**src/rtl/ilp_pkg.sv**
```systemverilog
package ilp_pkg;

    typedef enum logic [1:0] {
        ST_IDLE  = 2'd0,
        ST_ARMED = 2'd1,
        ST_HELD  = 2'd2
    } ilp_state_e;

endpackage

```
**src/rtl/ilp_merge.sv**
```systemverilog
module ilp_merge #(
    parameter int LEVELS    = 16,
    parameter int SOFT_W    = 17,
    parameter int TICK_BIT  = 0,
    parameter int STICK_BIT = 16,
    parameter int FOLD_LVL  = 14
) (
    input  logic [LEVELS-1:1] ext_lvl,
    input  logic [SOFT_W-1:0] soft_int,
    output logic [LEVELS-1:0] pend
);

    logic timer_hit;

    assign timer_hit = soft_int[TICK_BIT] | soft_int[STICK_BIT];
    assign pend[0]   = 1'b0;

    for (genvar i = 1; i < LEVELS; i++) begin : g_lvl
        logic direct;
        if (i == TICK_BIT || i == STICK_BIT || i >= SOFT_W) begin : g_ext_only
            assign direct = ext_lvl[i];
        end else begin : g_both
            assign direct = ext_lvl[i] | soft_int[i];
        end
        if (i == FOLD_LVL) begin : g_fold
            assign pend[i] = direct | timer_hit;
        end else begin : g_plain
            assign pend[i] = direct;
        end
    end

endmodule

```
**src/rtl/ilp_select.sv**
```systemverilog
module ilp_select #(
    parameter int LEVELS = 16,
    localparam int LVL_W = $clog2(LEVELS)
) (
    input  logic [LEVELS-1:0] pend,
    input  logic [LVL_W-1:0]  pil,
    output logic              hit,
    output logic [LVL_W-1:0]  lvl
);

    logic [LEVELS-1:0] elig;

    for (genvar i = 0; i < LEVELS; i++) begin : g_elig
        assign elig[i] = pend[i] && ((LVL_W+1)'(i) > {1'b0, pil});
    end

    always_comb begin
        hit = 1'b0;
        lvl = '0;
        for (int i = 0; i < LEVELS; i++) begin
            if (elig[i]) begin
                hit = 1'b1;
                lvl = LVL_W'(i);
            end
        end
    end

endmodule

```
**src/rtl/ilp_arbiter.sv**
```systemverilog
module ilp_arbiter
    import ilp_pkg::*;
#(
    parameter int              LEVELS    = 16,
    parameter int              SOFT_W    = 17,
    parameter int              TICK_BIT  = 0,
    parameter int              STICK_BIT = 16,
    parameter int              FOLD_LVL  = 14,
    parameter int              TL_W      = 3,
    parameter int              TT_W      = 9,
    parameter logic [TT_W-1:0] EXT_BASE  = 9'h040,
    localparam int             LVL_W     = $clog2(LEVELS)
) (
    input  logic              clk,
    input  logic              rst,
    input  logic [LEVELS-1:1] ext_lvl,
    input  logic [SOFT_W-1:0] soft_int,
    input  logic [LVL_W-1:0]  pil,
    input  logic              ie,
    input  logic [TL_W-1:0]   tl,
    input  logic [TT_W-1:0]   cur_tt,
    input  logic              ack,
    output logic              irq_req,
    output logic [TT_W-1:0]   irq_tt,
    output logic              irq_take
);

    logic [LEVELS-1:0] pend;
    logic              hit;
    logic [LVL_W-1:0]  lvl;
    logic [TT_W-1:0]   cand_tt;
    logic              empty;
    logic              suppress;
    logic              raise;

    ilp_state_e        state_q, state_d;
    logic [TT_W-1:0]   tt_q, tt_d;

    ilp_merge #(
        .LEVELS(LEVELS), .SOFT_W(SOFT_W), .TICK_BIT(TICK_BIT),
        .STICK_BIT(STICK_BIT), .FOLD_LVL(FOLD_LVL)
    ) u_merge (
        .ext_lvl (ext_lvl),
        .soft_int(soft_int),
        .pend    (pend)
    );

    ilp_select #(.LEVELS(LEVELS)) u_select (
        .pend(pend),
        .pil (pil),
        .hit (hit),
        .lvl (lvl)
    );

    assign cand_tt  = EXT_BASE | TT_W'(lvl);
    assign empty    = (pend == '0);
    assign suppress = (tl != '0) && (cur_tt > cand_tt);
    assign raise    = ie && hit && !suppress && (cand_tt != tt_q);

    // next-state: T_CLEAR, T_RAISE, T_ACK, T_STAY
    always_comb begin
        state_d = state_q;
        tt_d    = tt_q;
        unique case (state_q)
            ST_IDLE: begin
                if (!empty && raise) begin
                    state_d = ST_ARMED;
                    tt_d    = cand_tt;
                end
            end
            ST_ARMED: begin
                if (empty) begin
                    state_d = ST_IDLE;
                    tt_d    = '0;
                end else if (raise) begin
                    state_d = ST_ARMED;
                    tt_d    = cand_tt;
                end else if (ack) begin
                    state_d = ST_HELD;
                end
            end
            ST_HELD: begin
                if (empty) begin
                    state_d = ST_IDLE;
                    tt_d    = '0;
                end else if (raise) begin
                    state_d = ST_ARMED;
                    tt_d    = cand_tt;
                end
            end
            default: begin
                state_d = ST_IDLE;
                tt_d    = '0;
            end
        endcase
    end

    always_ff @(posedge clk) begin
        if (rst) begin
            state_q <= ST_IDLE;
            tt_q    <= '0;
        end else begin
            state_q <= state_d;
            tt_q    <= tt_d;
        end
    end

    always_comb begin
        irq_req  = (state_q == ST_ARMED);
        irq_tt   = tt_q;
        irq_take = irq_req && ie && (tt_q != '0) &&
                   ((tt_q[TT_W-1:LVL_W] != EXT_BASE[TT_W-1:LVL_W]) ||
                    (tt_q[LVL_W-1:0] > pil));
    end

endmodule

```
**config.mk**
```make
export PLATFORM = sky130hd
export DESIGN_NAME = ilp_arbiter
export DESIGN_NICKNAME = d
export VERILOG_FILES = /design/src/rtl/ilp_pkg.sv /design/src/rtl/ilp_merge.sv /design/src/rtl/ilp_select.sv /design/src/rtl/ilp_arbiter.sv
export SDC_FILE = /design/constraint.sdc
export NUM_CORES = 1
export LEC_CHECK = 0
export ABC_CLOCK_PERIOD_IN_PS = 4100
export BUFFER_PORTS_ARGS = -buffer_cell sky130_fd_sc_hd__buf_2
export CAP_MARGIN = 20
export CORE_MARGIN = 3
export CORE_UTILIZATION = 39
export CTS_BUF_LIST = sky130_fd_sc_hd__clkbuf_8
export CTS_CLUSTER_SIZE = 24
export DETAILED_ROUTE_END_ITERATION = 12
export GPL_TIMING_DRIVEN = 0
export PLACE_DENSITY = 0.78
export SLEW_MARGIN = 10
export SYNTH_ARGS = -nofsm -noshare
export SYNTH_HDL_FRONTEND = slang
export SYNTH_SLANG_ARGS = --single-unit
```
**constraint.sdc**
```tcl
create_clock -name clk -period 4.1 [get_ports clk]
set_input_delay 0.205 -clock clk [delete_from_list [all_inputs] [get_ports clk]]
set_output_delay 0.205 -clock clk [all_outputs]
set_load 0.1 [all_outputs]
```
==> results of run 1 <==
==> power groups by stage <==
stage / sequential [mW] / clock, mW / combinational [mW]
2_1_floorplan: 0.100 / 0 / 0.0998
3_3_place_gp: 0.0800 / 0 / 0.167
3_5_place_dp: 0.0801 / 0 / 0.170
4_1_cts: 0.0791 / 0.0934 / 0.170
5_1_grt: 0.0798 / 0.0979 / 0.189
6_report: 0.0792 / 0.0909 / 0.172
==> synth_stat cells (2+ instances only) <==
master	n
or2_2	3
inv_1	11
nor2b_1	2
o22ai_1	3
ha_1	12
or4_1	3
nand3b_1	2
and2_1	2
dfxtp_1	7
nand3_1	6
a211o_1	3
a21o_1	3
o21ai_0	13
nor3_1	6
a41o_1	2
nor4_1	4
nand4b_1	4
nor2_1	18
or3_1	2
o32ai_1	2
buf_4	6
nand2b_1	2
a21oi_1	19
and3_1	3
nor4b_1	2
o21a_1	3
nand4_1	3
nand2_1	13
a211oi_1	2
==> cells in the final DEF (no fill, tap or decap), types with 6 or more instances in the layout <==
cell type,synthesis,final
buf_2,1,58
buf_4,6,6
o21ai_0,13,13
nand3_1,6,6
nor3_1,6,6
inv_1,11,12
ha_1,12,12
nor2_1,18,18
a21oi_1,19,19
nand2_1,13,13
dfxtp_1,7,7
==> metrics by stage <==
| step | hold slack, ps | worst slack [ps] |
|---|---|---|
| after floorplan | 284.3 | 573.5 |
| after global placement | 436.2 | 750.0 |
| after detailed placement | 443.9 | 730.9 |
| after CTS | 203.6 | 948.9 |
| after global routing | 234.5 | 521.7 |
| final | 207.5 | 922.6 |
==> worst max-delay path, stage by stage <==
cell and delay [ps]:
buf_2 160, a211o_1 280, or2_2 270, a211o_1 270, a21oi_1 230, o21ai_0 130, nand2_1 140, ha_1 160
nor2b_1 40, o21a_1 160, o21ai_0 160, a21oi_1 90, o32ai_1 170, nand3_1 250, or4_1 450, a21oi_1 160
==> how the worst max path moves through the flow <==
| stage | from | end | slack (ps) |
|---|---|---|---|
| final | pil[0] | irq_tt[3] | 920 |
| after global routing | pil[2] | irq_tt[3] | 520 |
| after CTS | pil[0] | irq_tt[3] | 950 |
| after detailed placement | pil[0] | irq_tt[3] | 730 |
| after global placement | pil[0] | irq_tt[1] | 750 |
| after floorplan | irq_tt[0] | irq_take | 570 |
==> kinds of logic after synthesis <==
family	Yosys count	share of synthesized area
AOI/OAI and AO/OA	63	0.3349
xor gates and xnor gates	1	0.006662
adders and majority gates	12	0.1142
buffers and inverters	20	0.08087
DFF	7	0.1066
other	1	0.002852
and+or+nand+nor	81	0.3539
==> layer usage <==
metal / up-vias / part of all wire / GRT usage
met4: 0 / 0.0050 / 0.04582
met5: - / 0 / 0
met1: 744 / 0.45 / 0.2450
met3: 2 / 0.061 / 0.005272
li1: 829 / - / -
met2: 65 / 0.48 / 0.3432
==> flip-flops by register name, indices dropped and copies added (netlist names) <==
name	cells
irq_tt	5
state_q	2
==> layout make-up <==
| type | instances | area [µm²] |
|---|---|---|
| Timing Repair Buffer | 57 | 285.3 |
| Fill cell | 336 | 1416 |
| Buffer | 9 | 65.06 |
| Clock buffer | 3 | 41.29 |
| Inverter | 11 | 41.29 |
| Clock inverter | 1 | 3.754 |
| Tap cell | 44 | 55.05 |
| Sequential cell | 7 | 140.1 |
| Multi-Input combinational cell | 161 | 1080 |
==> reports/results.txt, run 1 <==
CP Data Required Time = 4250 ps
Rows = 20
CP startpoint kind = primary input
Ant diodes = 0
Worst vdd ir = 72.26 µV
Setup Fix Bufs, Post-CTS = 0
Final core occ = 0.5472
Arrival @ worst endpoint = 3330 ps
Final cell count without fillers = 293
Placer Congestion = 0.8938
Hold_buf cts = 0
Seq/Total Area, Yosys = 0.1066
CTS buffer count = 3
Layout Nets = 314
First-pass GRT wire length = 6.513 mm
Switch share = 0.4229
Lkg Pwr = 0.7904 nW
Hold Path Sink = state_q[1]
CTS resizes = 0
Number of max-slew violations in the final report = 0
Number of synthesized register bits = 7
Largest net degree at the start of global routing = 11
Post-synth EDFFs = 0
Gr usage total = 0.1894
Worst hold path stage count = 2
Final instance area = 1712 µm²
ANT nets after route = 0
Clock Sinks = 7
Final setup vio count = 0
Tot Pwr = 341.6 µW
Netlist cell types = 53
Clock transition at path regs = 40 ps
RR Endpoint = irq_tt[6]
Port Buffers = 57
Max frequency = 314.7 MHz
Initial antenna violation count = 0
Core area = 3128 µm²
Clk Latency, worst-skew pair = 220 ps
Synthesized area per cell = 7.108 µm²
WS Path Type = primary input to flip-flop
Routed WL = 3.789 mm
Placed Area = 1667 µm²
Min cycle time layout = 3177 ps
DRT iter0 DRCs = 72
Switching pwr = 144.5 µW
Post-synthesis cell area = 1315 µm²
DRC violations left = 0
Via count = 1640
Crit end category = flip-flop
Vias/cell = 5.597
Full die area = 4104 µm²
Fin Clk Skew = 1.940 ps
Syn. warnings = 0
Outcome = completed
RSZ-0062 raised after global routing = no
Reg-to-Reg Start = irq_tt[2]
Gr ovfl total = 0
Clock Path Buffers = 2
Htree depth = 1
Largest area contributor in the netlist = ha_1
Area contributors post-synth = ha_1, dfxtp_1, a21oi_1
Final hold vios = 0
Final period util = 0.7750
Seq pwr share = 0.232
Reg2Reg Setup Slack = 2210 ps
Max cap viols = 0
Post-synth ARST share = 0
Layout cells sized above 1 = 0.3133
Placed cells = 289
Clock power frac = 0.266
Cells on worst reg2reg path = 6
Top_reg_cell synth = dfxtp_1
Hold path startpoint = rst
Share of the synthesized area in the top cell type = 0.1142
Drt pass-1 iters = 4
HPWL after DPL = 3.150 mm
Initial Utilization = 0.4204
Die X = 64.07 µm
Total negative setup slack = 0 ps
Clk root buf = clkbuf_8
Die Ht = 64.07 µm
CTS tree = done
PwrDens = 199.6 nW/µm²
HP Class = primary input to flip-flop
Worst-path fanout max = 9
Area Growth Syn to Fin = 30.16%
Synthesized netlist cell count = 185
Io pins = 63
Combinational Power Share = 0.502
Vias in the first global route = 1587
Int Pwr = 197.1 µW
Drt wl/cell = 12.93 µm
(Power assumes the default switching activity.)
==> inputs of run 2 (changes only) <==
--- a/config.mk
+++ b/config.mk
@@ -5,7 +5,8 @@
 export SDC_FILE = /design/constraint.sdc
 export NUM_CORES = 1
 export LEC_CHECK = 0
-export ABC_CLOCK_PERIOD_IN_PS = 4100
+export ABC_AREA = 1
+export ABC_CLOCK_PERIOD_IN_PS = 3000
 export BUFFER_PORTS_ARGS = -buffer_cell sky130_fd_sc_hd__buf_2
 export CAP_MARGIN = 20
 export CORE_MARGIN = 3
@@ -14,7 +15,7 @@
 export CTS_CLUSTER_SIZE = 24
 export DETAILED_ROUTE_END_ITERATION = 12
 export GPL_TIMING_DRIVEN = 0
-export PLACE_DENSITY = 0.78
+export PLACE_DENSITY = 0.8
 export SLEW_MARGIN = 10
 export SYNTH_ARGS = -nofsm -noshare
 export SYNTH_HDL_FRONTEND = slang
==> constraint.sdc (replaced) <==
create_clock -name clk -period 3 [get_ports clk]
set_input_delay 0.15 -clock clk [delete_from_list [all_inputs] [get_ports clk]]
set_output_delay 0.15 -clock clk [all_outputs]
set_load 0.1 [all_outputs]
==> run 2 against run 1 <==
- non-clock buffer count is 1 higher
- first-iteration DRC count is 40% lower
- critical path depth is 7 higher
==> reports/results.txt, run 2 <==
Outcome = completed (unchanged)
Drt wl/cell = 11.12 µm (was 12.93 µm)
Setup ws final = 182.6 ps (was 922.6 ps)
Switching pwr = 803.5 µW (was 144.5 µW)
Clk Latency, worst-skew pair = 230 ps (was 220 ps)
Placed Area = 1569 µm² (was 1667 µm²)
Area Growth Syn to Fin = 48.30% (was 30.16%)
HP Class = primary input to flip-flop (unchanged)
Post-synth EDFFs = 0 (unchanged)
CTS buffer count = 3 (unchanged)
Final hold vios = 0 (unchanged)
Initial antenna violation count = 0 (unchanged)
Rel. slew slack = 0.6115
Layout Nets = 342 (was 314)
Port Buffers = 57 (unchanged)
Seq pwr share = 0.158 (was 0.232)
Vias in the first global route = 1238 (was 1587)
Slew @ Worst Pin = 568.1 ps
Clk root buf = clkbuf_8 (unchanged)
Min cycle time layout = 2817 ps
Io pins = 63 (unchanged)
Synth top cells by count = nand2_1, inv_1, nor2_1 (was a21oi_1, nor2_1, nand2_1, o21ai_0, ha_1)
Gr usage total = 0.1639 (was 0.1894)
CP startpoint kind = primary input (unchanged)
PwrDens = 721.2 nW/µm² (was 199.6 nW/µm²)
Final period util = 0.9391
Worst-path cell chain = buf_2 > inv_2 > nand2_4 > a21oi_1 > a21boi_1 > a21oi_2 > o21ai_2 > a21oi_2 > ha_1 > inv_1 > o21bai_1 > a21oi_1 > o21bai_1 > nand2_1 > a21oi_2 > nor3_2 > nor2_1 > nor3_2 > nand2_4 > nand3_4 > nand2_4 > o21ai_1 > nor2_1 (was buf_2 > a211o_1 > or2_2 > a211o_1 > a21oi_1 > o21ai_0 > nand2_1 > ha_1 > nor2b_1 > o21a_1 > o21ai_0 > a21oi_1 > o32ai_1 > nand3_1 > or4_1 > a21oi_1)
Number of flip-flops under the largest register name = 5 (unchanged)
Largest area contributor in the netlist = nand2_1 (was ha_1)
DRT iter0 DRCs = 43 (was 72)
Fin Clk Skew = 3.210 ps (was 1.940 ps)
Clock Path Buffers = 2 (unchanged)
Clock transition at path regs = 40 ps (about the same)
Clock Sinks = 7 (unchanged)
Most frequent cell after synthesis = nand2_1 (was a21oi_1)
Final cell count without fillers = 308 (was 293)
DRC violations left = 0 (unchanged)
Hold_buf cts = 0 (unchanged)
Max frequency = 354.9 MHz
Post-synth ARST share = 0 (unchanged)
Final instance area = 1802 µm² (was 1712 µm²)
Final core occ = 0.6316 (was 0.5472)
Syn. warnings = 0 (unchanged)
Largest net degree at the start of global routing = 9 (was 11)
Place WS = -238.1 ps (was 730.9 ps)
RSZ-0062 raised after global routing = yes (was no)
ANT nets after route = 0 (unchanged)
Number of synthesized register bits = 7 (unchanged)
Die X = 61.82 µm (was 64.07 µm)
Full die area = 3821 µm² (was 4104 µm²)
Ant diodes = 0 (unchanged)
Die Ht = 61.82 µm (was 64.07 µm)
Netlist cell types = 32 (was 53)
Share of the synthesized area in the top cell type = 0.1452 (was 0.1142)
Routed WL = 3.425 mm (was 3.789 mm)
Via count = 1513 (was 1640)
Vias/cell = 4.912 (was 5.597)
Crit end category = flip-flop (unchanged)
Top_reg_cell synth = dfxtp_1 (unchanged)
Initial Utilization = 0.4259 (was 0.4204)
Slowest cell on crit path = nor3_2 (was or4_1)
CTS tree = done (unchanged)
Rows = 19 (was 20)
Commonest cells after routing, fill and taps aside = buf_2, nand2_1, inv_1, nor2_1, ha_1 (was buf_2, a21oi_1, nor2_1, o21ai_0, nand2_1)
Lkg Pwr = 0.9734 nW (was 0.7904 nW)
Synthesized netlist cell count = 208 (was 185)
Core area = 2853 µm² (was 3128 µm²)
Placed cells = 299 (was 289)
Placer Congestion = 0.9341 (was 0.8938)
WS Path Type = primary input to flip-flop (unchanged)
Arrival @ worst endpoint = 2940 ps (was 3330 ps)
CP Data Required Time = 3120 ps (was 4250 ps)
Layout cells sized above 1 = 0.4440 (was 0.3133)
Max cap viols = 0 (unchanged)
Clock power frac = 0.106 (was 0.266)
Total negative setup slack = 0 ps (unchanged)
CP max stage delay = 290 ps (was 450 ps)
Number of max-slew violations in the final report = 0 (unchanged)
Combinational Power Share = 0.736 (was 0.502)
Switch share = 0.6184 (was 0.4229)
Fin Hold WS = 162.0 ps (was 207.5 ps)
Drt pass-1 iters = 5 (was 4)
Area contributors post-synth = nand2_1, ha_1, dfxtp_1 (was ha_1, dfxtp_1, a21oi_1)
Post-synthesis cell area = 1215 µm² (was 1315 µm²)
HPWL after DPL = 2.640 mm (was 3.150 mm)
Gr ovfl total = 0 (unchanged)
Worst vdd ir = 914.8 µV (was 72.26 µV)
Tot Pwr = 1.299 mW (was 341.6 µW)
Worst-path fanout max = 4 (was 9)
Htree depth = 1 (unchanged)
Final setup vio count = 0 (unchanged)
Int Pwr = 495.9 µW (was 197.1 µW)
Seq/Total Area, Yosys = 0.1153 (was 0.1066)
Commonest non-fill, non-tap cell in the layout = buf_2 (unchanged)
First-pass GRT wire length = 4.836 mm (was 6.513 mm)
Synthesized area per cell = 5.841 µm² (was 7.108 µm²)
==> run 2: cell count changes after synthesis, sizes merged, moves of 4 or more <==
| cell | before | now |
|---|---|---|
| a21oi | 19 | 15 |
| buf | 9 | 5 |
| nand4b | 4 | 0 |
| inv | 11 | 41 |
| o21ai | 13 | 9 |
| nand3 | 6 | 12 |
| nand2 | 13 | 53 |
| nor3 | 7 | 3 |
| nor2 | 19 | 28 |
==> run 2: area by class of cell <==
cell class,count,area (µm²)
Fill cell,255,1051
Sequential cell,7,140.1
Timing Repair Buffer,62,345.3
Tap cell,31,38.79
Buffer,5,41.29
Inverter,42,167.7
Clock buffer,3,41.29
Multi-Input combinational cell,157,1022
Clock inverter,1,5.005
==> run 2: what timing repair did <==
| action | 4_1_cts | 5_1_grt |
|---|---|---|
| gates resized for setup | 0 | 44 |
| setup endpoints to repair | 0 | 7 |
| setup buffers | 0 | 5 |
==> run 2: path summary, 6_finish.rpt <==
check / from / to / slack (ps) / depth (start not counted)
min: rst / state_q[0] / 160 / 2
min reg2reg: state_q[0] / state_q[0] / 500 / 2
max reg2reg: state_q[0] / irq_tt[2] / 1040 / 8
max: pil[0] / state_q[1] / 180 / 23
==> run 2: cell families (layout without fill, tap and decap cells) <==
family	after synthesis	in the layout	synth area share
AOI/OAI and AO/OA	34	34	0.1802
adders and majority gates	12	12	0.1236
and+or+nand+nor	106	106	0.4027
buffers and inverters	47	113	0.1679
xor gates and xnor gates	1	1	0.007210
DFF	7	7	0.1153
other	1	4	0.003087
==> run 2: power by group through the flow <==
stage / clock (mW) / sequential [mW] / combinational, mW
3_5_place_dp: 0 / 0.205 / 0.880
6_report: 0.138 / 0.206 / 0.956
4_1_cts: 0.142 / 0.204 / 0.883
5_1_grt: 0.146 / 0.213 / 1.04
2_1_floorplan: 0 / 0.420 / 0.510
3_3_place_gp: 0 / 0.204 / 0.868
==> run 2: routing by layer <==
metal / vias up / part of all wire / track usage / routed length (µm)
met3: 2 / 0.071 / 0.03512 / 243
met1: 656 / 0.44 / 0.2153 / 1506
li1: 798 / - / - / -
met4: 0 / 0.0041 / 0.02424 / 14
met2: 57 / 0.48 / 0.2810 / 1660
met5: - / 0 / 0 / 0
==> run 2: worst max-delay path, delay by kind of cell <==
kind	cells	cell delay [ps]
buf+inv	3	260
fa+ha+maj	1	270
simple gates	9	1030
compound gates	10	1240
